===== config.mk =====
export PLATFORM = sky130hd
export DESIGN_NAME = alarm_indicator_ctrl
export DESIGN_NICKNAME = d
export VERILOG_FILES = /design/src/rtl/alarm_ind_pkg.sv /design/src/rtl/alarm_ind_ctrl.sv /design/src/rtl/alarm_ind_datapath.sv /design/src/rtl/alarm_indicator_ctrl.sv
export SDC_FILE = /design/constraint.sdc
export NUM_CORES = 1
export LEC_CHECK = 0
export BUFFER_PORTS_ARGS = -buffer_cell sky130_fd_sc_hd__buf_2
export CAP_MARGIN = 20
export CORE_UTILIZATION = 60
export DETAILED_ROUTE_END_ITERATION = 8
export PLACE_DENSITY = 0.8
export SLEW_MARGIN = 15
export SYNTH_ARGS = -nofsm -noshare
export SYNTH_HDL_FRONTEND = slang
export SYNTH_SLANG_ARGS = --single-unit

===== constraint.sdc =====
create_clock -name clk -period 4.6 [get_ports clk]
set_input_delay 0.46 -clock clk [delete_from_list [all_inputs] [get_ports clk]]
set_output_delay 0.46 -clock clk [all_outputs]
set_load 0.01 [all_outputs]

===== src/rtl/alarm_ind_pkg.sv =====
package alarm_ind_pkg;

  typedef enum logic [1:0] {
    MODE_LEVEL = 2'b00,
    MODE_ALT   = 2'b01,
    MODE_BLINK = 2'b10,
    MODE_BEEP  = 2'b11
  } pin_mode_e;

  // bit 7 down to bit 0
  typedef struct packed {
    logic      rsvHi;
    logic      caseBeepEn;
    pin_mode_e ovtMode;
    logic      rsvLo;
    logic      caseEvtEn;
    pin_mode_e alertMode;
  } ctrl_reg_t;

  localparam int NUM_CH   = 2;
  localparam int CH_ALERT = 0;
  localparam int CH_OVT   = 1;

  typedef struct packed {
    logic              tickEn;
    logic [NUM_CH-1:0] condRise;
  } strobe_t;

endpackage


===== src/rtl/alarm_ind_ctrl.sv =====
module alarm_ind_ctrl
  import alarm_ind_pkg::*;
(
  input  logic              clk,
  input  logic              rstN,
  input  logic              tick,
  input  logic              regWrEn,
  input  logic              regAddr,
  input  logic [7:0]        regWrData,
  output logic [7:0]        regRdData,
  input  logic [NUM_CH-1:0] cond,
  input  logic              caseIn,
  output ctrl_reg_t         cfg,
  output logic              caseSts,
  output logic              eventReq,
  output strobe_t           strb
);
  localparam logic ADDR_CTRL = 1'b0;
  localparam logic ADDR_STS  = 1'b1;

  logic [NUM_CH-1:0] condPrev;

  always_ff @(posedge clk or negedge rstN) begin
    if (!rstN) begin
      cfg      <= '0;
      caseSts  <= 1'b0;
      condPrev <= '0;
    end else begin
      condPrev <= cond;
      if (regWrEn && regAddr == ADDR_CTRL) cfg <= ctrl_reg_t'(regWrData);
      if (caseIn) caseSts <= 1'b1;
      else if (regWrEn && regAddr == ADDR_STS && regWrData[0]) caseSts <= 1'b0;
    end
  end

  assign strb.tickEn   = tick;
  assign strb.condRise = cond & ~condPrev;
  assign eventReq      = cfg.caseEvtEn & caseSts;
  assign regRdData     = (regAddr == ADDR_STS) ? {7'b0, caseSts} : 8'(cfg);

endmodule


===== src/rtl/alarm_ind_datapath.sv =====
module alarm_ind_datapath
  import alarm_ind_pkg::*;
#(
  parameter int HALF_SEC_TICKS = 500,
  parameter int QUARTER_TICKS  = 250,
  parameter int PULSE_TICKS    = 4,
  parameter int TONE_LO_HALF   = 312500,
  parameter int TONE_HI_HALF   = 156250
) (
  input  logic              clk,
  input  logic              rstN,
  input  ctrl_reg_t         cfg,
  input  logic [NUM_CH-1:0] cond,
  input  logic              caseSts,
  input  strobe_t           strb,
  output logic              ovtN,
  output logic              alertN,
  output logic              beepOut
);
  localparam int HALF_W  = $clog2(HALF_SEC_TICKS + 1);
  localparam int QTR_W   = $clog2(QUARTER_TICKS + 1);
  localparam int PULSE_W = $clog2(PULSE_TICKS + 1);
  localparam int TONE_W  = $clog2(TONE_LO_HALF + 1);

  // tone generator: free running, frequency alternates each quarter window
  logic [QTR_W-1:0]  qtrCnt;
  logic              toneHi;
  logic [TONE_W-1:0] toneCnt;
  logic              toneWave;
  logic [TONE_W-1:0] curHalf;

  assign curHalf = toneHi ? TONE_W'(TONE_HI_HALF - 1) : TONE_W'(TONE_LO_HALF - 1);

  always_ff @(posedge clk or negedge rstN) begin
    if (!rstN) begin
      qtrCnt   <= '0;
      toneHi   <= 1'b0;
      toneCnt  <= '0;
      toneWave <= 1'b0;
    end else begin
      if (strb.tickEn) begin
        if (qtrCnt == QTR_W'(QUARTER_TICKS - 1)) begin
          qtrCnt <= '0;
          toneHi <= ~toneHi;
        end else begin
          qtrCnt <= qtrCnt + 1'b1;
        end
      end
      if (toneCnt >= curHalf) begin
        toneCnt  <= '0;
        toneWave <= ~toneWave;
      end else begin
        toneCnt <= toneCnt + 1'b1;
      end
    end
  end

  pin_mode_e         chMode [NUM_CH];
  logic [NUM_CH-1:0] pinN;
  logic [NUM_CH-1:0] beepReq;

  assign chMode[CH_ALERT] = cfg.alertMode;
  assign chMode[CH_OVT]   = cfg.ovtMode;

  for (genvar ch = 0; ch < NUM_CH; ch++) begin : g_ch
    logic [HALF_W-1:0] blinkCnt;
    logic              blinkPhase;
    logic              altPin;
    logic              pinLocal;

    always_ff @(posedge clk or negedge rstN) begin
      if (!rstN) begin
        blinkCnt   <= '0;
        blinkPhase <= 1'b0;
      end else if (!cond[ch] || strb.condRise[ch]) begin
        blinkCnt   <= '0;
        blinkPhase <= 1'b0;
      end else if (strb.tickEn) begin
        if (blinkCnt == HALF_W'(HALF_SEC_TICKS - 1)) begin
          blinkCnt   <= '0;
          blinkPhase <= ~blinkPhase;
        end else begin
          blinkCnt <= blinkCnt + 1'b1;
        end
      end
    end

    if (ch == CH_OVT) begin : g_pulse
      logic [PULSE_W-1:0] pulseCnt;
      always_ff @(posedge clk or negedge rstN) begin
        if (!rstN)                                 pulseCnt <= '0;
        else if (strb.condRise[ch])                pulseCnt <= PULSE_W'(PULSE_TICKS);
        else if (strb.tickEn && pulseCnt != '0)    pulseCnt <= pulseCnt - 1'b1;
      end
      assign altPin = (pulseCnt == '0);
    end else begin : g_high
      assign altPin = cond[ch];
    end

    always_comb begin
      case (chMode[ch])
        MODE_LEVEL: pinLocal = ~cond[ch];
        MODE_ALT:   pinLocal = altPin;
        MODE_BLINK: pinLocal = ~(cond[ch] & ~blinkPhase);
        default:    pinLocal = ~(cond[ch] & toneWave);
      endcase
    end

    assign pinN[ch]    = pinLocal;
    assign beepReq[ch] = cond[ch] && (chMode[ch] == MODE_BEEP);
  end

  assign ovtN    = pinN[CH_OVT];
  assign alertN  = pinN[CH_ALERT];
  assign beepOut = toneWave & ((|beepReq) | (cfg.caseBeepEn & caseSts));

endmodule


===== src/rtl/alarm_indicator_ctrl.sv =====
module alarm_indicator_ctrl
  import alarm_ind_pkg::*;
#(
  parameter int HALF_SEC_TICKS = 500,
  parameter int QUARTER_TICKS  = 250,
  parameter int PULSE_TICKS    = 4,
  parameter int TONE_LO_HALF   = 312500,
  parameter int TONE_HI_HALF   = 156250
) (
  input  logic       clk,
  input  logic       rstN,
  input  logic       tick,
  input  logic       regWrEn,
  input  logic       regAddr,
  input  logic [7:0] regWrData,
  output logic [7:0] regRdData,
  input  logic       ovtCond,
  input  logic       alertCond,
  input  logic       caseIn,
  output logic       ovtN,
  output logic       alertN,
  output logic       beepOut,
  output logic       eventReq
);
  ctrl_reg_t         cfg;
  strobe_t           strb;
  logic              caseSts;
  logic [NUM_CH-1:0] cond;

  assign cond[CH_ALERT] = alertCond;
  assign cond[CH_OVT]   = ovtCond;

  alarm_ind_ctrl u_ctrl (
    .clk(clk), .rstN(rstN), .tick(tick),
    .regWrEn(regWrEn), .regAddr(regAddr), .regWrData(regWrData), .regRdData(regRdData),
    .cond(cond), .caseIn(caseIn),
    .cfg(cfg), .caseSts(caseSts), .eventReq(eventReq), .strb(strb)
  );

  alarm_ind_datapath #(
    .HALF_SEC_TICKS(HALF_SEC_TICKS), .QUARTER_TICKS(QUARTER_TICKS),
    .PULSE_TICKS(PULSE_TICKS), .TONE_LO_HALF(TONE_LO_HALF), .TONE_HI_HALF(TONE_HI_HALF)
  ) u_dp (
    .clk(clk), .rstN(rstN), .cfg(cfg), .cond(cond), .caseSts(caseSts), .strb(strb),
    .ovtN(ovtN), .alertN(alertN), .beepOut(beepOut)
  );

endmodule


# Yosys cells after proc, flatten, opt, wreduce, memory -nomap -nowiden
# Index checks and enable logic that the tools add are counted.
# totals
in_bits	16
ff_bits	63
output_inout_bits	12
word_cells	99
# classes
n_eq_ne	9
bitwise	21
mux	22
add_sub_neg	5
magnitude_cmp	1
reduce_logical	24
# op_table
operator	n
$mux W9	6
$mux W19	2
$add A19 B1 Y19 const B	1
$ge A19 B19 Y1	1
$add A9 B1 Y9 const B	2
$eq A9 B9 Y1 const B	2
$mux W8	2
$reduce_bool A2 Y1	6
$not A1 Y1	11
$add A8 B1 Y8 const B	1
$eq A2 B2 Y1 const B	4
$eq A8 B8 Y1 const B	1
$mux W1	8
$and A1 B1 Y1	7
$logic_and A1 B1 Y1	6
$mux W3	2
$pmux W1 S3	2
$reduce_and A2 Y1	3
$eq A2 B1 Y1 const B	2
$logic_not A2 Y1	2
$logic_not A3 Y1	1
$reduce_bool A3 Y1	1
$sub A3 B1 Y3 const B	1
$and A2 B2 Y2	1
5 further kinds	7

# Longest topological paths before layout
# logic_depth
depth_word	5
mapped_depth	8
depth_no_buf	7

# By module
# Synthesis repeated with hierarchy kept, for this count alone.
# hier_totals
cells_unflattened	338
hier_area_um2	3442.1
# by_module_without_submodules
mod	seq_area_each_um2	area_each_um2	instances	cells_per_inst
alarm_ind_datapath	1301.2	2890.3	1	302
alarm_ind_ctrl	275.3	551.8	1	36

# Worst setup path after synthesis
# No wires, ideal clock.
# synth_timing
path_kind	reg2reg
startpoint	register u_dp.toneHi
endpoint	register u_dp.toneCnt[10]
path_buffers	1
t_required_ps	4481
setup_slack_ps	2809
stages_incl_launch_ff	9
arrival_ps	1672
synth_period_minus_slack_ps	1791
setup_time_ps	119
path_cell_list	dfrtp_1 > inv_1 > ha_1 > nand3_1 > nor3b_2 > nand4_1 > nand3_2 > buf_6 > nor2_1
# synth_between
elab_chain_len	3
# synth_lines
item	line_no	source
start, declared	alarm_ind_datapath.sv:27	logic toneHi;
start signal, assigned	alarm_ind_datapath.sv:44	toneHi <= ~toneHi;
$mux W19	alarm_ind_datapath.sv:32	assign curHalf = toneHi ? TONE_W'(TONE_HI_HALF - 1) : TONE_W'(TONE_LO_HALF - 1);
net u_dp.curHalf[10]	alarm_ind_datapath.sv:30	logic [TONE_W-1:0] curHalf;
$ge A19 B19 Y1	alarm_ind_datapath.sv:49	if (toneCnt >= curHalf) begin
$mux W19	alarm_ind_datapath.sv:49	
end signal, assigned	alarm_ind_datapath.sv:53	toneCnt <= toneCnt + 1'b1;
end, declared	alarm_ind_datapath.sv:28	logic [TONE_W-1:0] toneCnt;
# The timed path passes the listed nets, and every way through them passes these cells.
# A chain may end at the register's enable or synchronous reset.

# Worst setup path after layout
# layout_timing
startpoint	register u_dp.toneHi
endpoint	register u_dp.toneWave
# layout_between
elab_chain_len	2
# layout_lines
item	line_no	source
$mux W19	alarm_ind_datapath.sv:32	
net u_dp.curHalf[10]	alarm_ind_datapath.sv:30	
$ge A19 B19 Y1	alarm_ind_datapath.sv:49	
end signal, assigned	alarm_ind_datapath.sv:51	toneWave <= ~toneWave;
end, declared	alarm_ind_datapath.sv:29	logic toneWave;
# The timed path passes the listed nets, and every way through them passes these cells.

==> out/metrics.yaml <==
worst_setup_path:
  worst_path_max_delay_cell: "dfrtp_1"
  worstPathArrival_ps: 2310
  crit_family: "flip-flops"
  r2r_slack_ps: 2490
  cp_max_fo: 18
  critical_path_class: "register to register"
  cp.required_ps: 4800
  cp-end-kind: "register"
  crit_buf_inv: 1
  cp_cell_sequence: "inv_1, ha_1, o21ai_1, nand2b_1, a21oi_1, nand3_2, xor2_1"
  slowest_delay_ps: 460
  critPathLaunchType: "register"
detailed_routing:
  wl_per_cell_um: 14.1
  via_per_inst: 5.71
  drt_wl_total_mm: 6.23
  first_pass_iters: 4
  vias: 2525
  drtAntennaViolNets: 0
  drc_errors: 0
  drt_iter0_drc: 109
clock_tree:
  cts_sinks: 63
  cts_max_level: 3
  cts_resized: 0
  cts_setup_buffers: 0
  hold_buffers: 0
  cts_tree: "yes"
  clk_latency_ps: 340
  clk_path_buf_depth: 2
  numCtsBuffers: 9
  cts.clk_slew.worst_paths_ps: 70
  cts_root_buffer: "clkbuf_8"
yosys:
  synth_nets: 367
  synth.largest_area_cell: "dfrtp_1"
  synthTopCellsByCount: "dfrtp_1 (63), nor2_1 (53), xor2_1 (24), nand2_1 (20), ha_1 (18)"
  ys_seq_elements: 63
  yosysTopAreaCellShare: 0.470
  netlist_instances: 333
  ys_types: 51
  ys_warn_count: 0
  syn_avg_cell_area_um2: 10.1
  synth_flop_cell: "dfrtp_1"
  synthMostInstantiatedCell: "dfrtp_1"
  synth_area_um2: 3350
  synth_area_leaders: "dfrtp_1 (47%), ha_1 (6.7%), xor2_1 (6.3%)"
  synth-edff-count: 0
  synthArstFlopShare: 1.00
  ys_seq_area_frac: 0.470
global_routing:
  antenna_found_initial: 0
  overflow: 0
  grt_pass1_wl_mm: 11.2
  grt.total_usage: 0.239
  grt_pass1_vias: 2465
  grt_max_degree: 64
place:
  place.gp.congestion: 0.830
  pre_cts_ws_ps: 2480
  hpwlAfterDp_mm: 4.36
  numPortBuffers: 27
floorplan:
  start_util: 0.640
  core_area_um2: 5240
  io_pins: 28
  die_w_um: 76.8
  die_h_um: 76.8
  num_rows: 26
  die_area_um2: 5890
timing:
  hold_slack_ps: 280
  fin_crit_ps: 2110
  layout_setup_ws_ps: 2490
  final_hold_viol_count: 0
  finalSetupTns_ps: 0
  worst_pin_slew_ps: 778
  fin_worst_skew_ps: 11.4
  rsz0062_at_grt: "no"
  max_freq_mhz: 473
  slew_viol_final: 0
  fin_crit_sh: 0.460
  setup_viol: 0
  slew_headroom: 0.481
job:
  max_cap_viol_count: 0
final_layout:
  syn_to_final_growth_pct: 12.6
  diodes: 0
  final_layout_size_suffix_gt1_frac: 0.161
  fin_nets: 401
hold_path:
  hp-class: "input pin to asynchronous set/reset pin"
power_and_ir_drop:
  p_leak_nw: 1.75
  vdd_drop_max_mv: 0.232
  power.density_nw_per_um2: 361
status:
  status: "completed"
kinds of logic (layout without fill, tap and decap cells):
logic type	after synthesis	after routing	synth area share
muxes	13	13	0.0422
adders and majority gates	18	18	0.0672
xor gates and xnor gates	37	37	0.0966
and+or+nand+nor	146	146	0.223
AOI/OAI and AO/OA	39	39	0.0776
buffers and inverters	17	56	0.0231
DFF	63	63	0.470
path summary, 6_finish.rpt:
kind,start,to,cells past startpoint
worst max-delay path,u_dp.toneHi,u_dp.toneWave,7
worst min-delay path,rstN,u_dp.toneCnt[11],2
worst max register to register,u_dp.toneHi,u_dp.toneWave,7
worst min register to register,u_dp.qtrCnt[6],u_dp.qtrCnt[6],1
max in group asynchronous,rstN,u_ctrl.caseSts,2
min in group clk,ovtCond,u_ctrl.condPrev[1],1
layer usage:
metal | track usage | part of all wire
met3 | 0.0595 | 0.038
met2 | 0.383 | 0.48
met1 | 0.314 | 0.47
met4 | 0.0865 | 0.012
met5 | 0 | 0
cell type report:
class | count | area [um2]
multi-input combinational | 253 | 1700
fill | 382 | 1460
inverter | 12 | 45.0
timing repair buffer | 28 | 143
sequential | 63 | 1580
clock inverter | 3 | 65.1
tap | 70 | 87.6
clock buffer | 13 | 159
layout by cell type, fill, tap and decap left out, drive strengths merged, types with 3 or more instances in the layout:
cell     n
mux2     9
mux2i    4
inv     12
nand3   18
buf     28
o31ai    3
nand2   20
a21oi    6
xor2    24
nand4   17
ha      18
o21ai   13
and3     6
clkbuf  13
nor2    53
nor2b   10
xnor2   13
nor3     6
dfrtp   63
power by group:
| group | internal (W) | total (W) | switching [W] | leakage [nW] |
|---|---|---|---|---|
| sequential | 0.000602 | 0.000649 | 0.0000476 | 0.818 |
| combinational | 0.0000809 | 0.000174 | 0.0000936 | 0.818 |
| clock | 0.000335 | 0.000540 | 0.000205 | 0.114 |
| total | 0.00102 | 0.00136 | 0.000346 | 1.75 |
per-stage QoR:
stage          cell area (um2)  total power (W)  utilization  std cells
6_report                  3770          0.00136        0.721        442
5_1_grt                   3770          0.00143        0.721        442
4_1_cts                   3770          0.00138        0.721        442
3_5_place_dp              3550         0.000835        0.678        426
3_3_place_gp              3550         0.000827        0.678        426
2_1_floorplan             3350         0.000774            -        333
sequential cells by signal (all words and copies together), names as in the netlist:
signal,flops
u_ctrl.cfg,8
u_dp.toneWave,1
u_dp.g_ch.g_pulse.pulseCnt,3
u_dp.g_ch.blinkCnt,18
u_dp.g_ch.blinkPhase,2
u_dp.qtrCnt,8
u_dp.toneCnt,19
u_ctrl.condPrev,2
u_ctrl.caseSts,1
u_dp.toneHi,1
(Power assumes the default switching activity.)
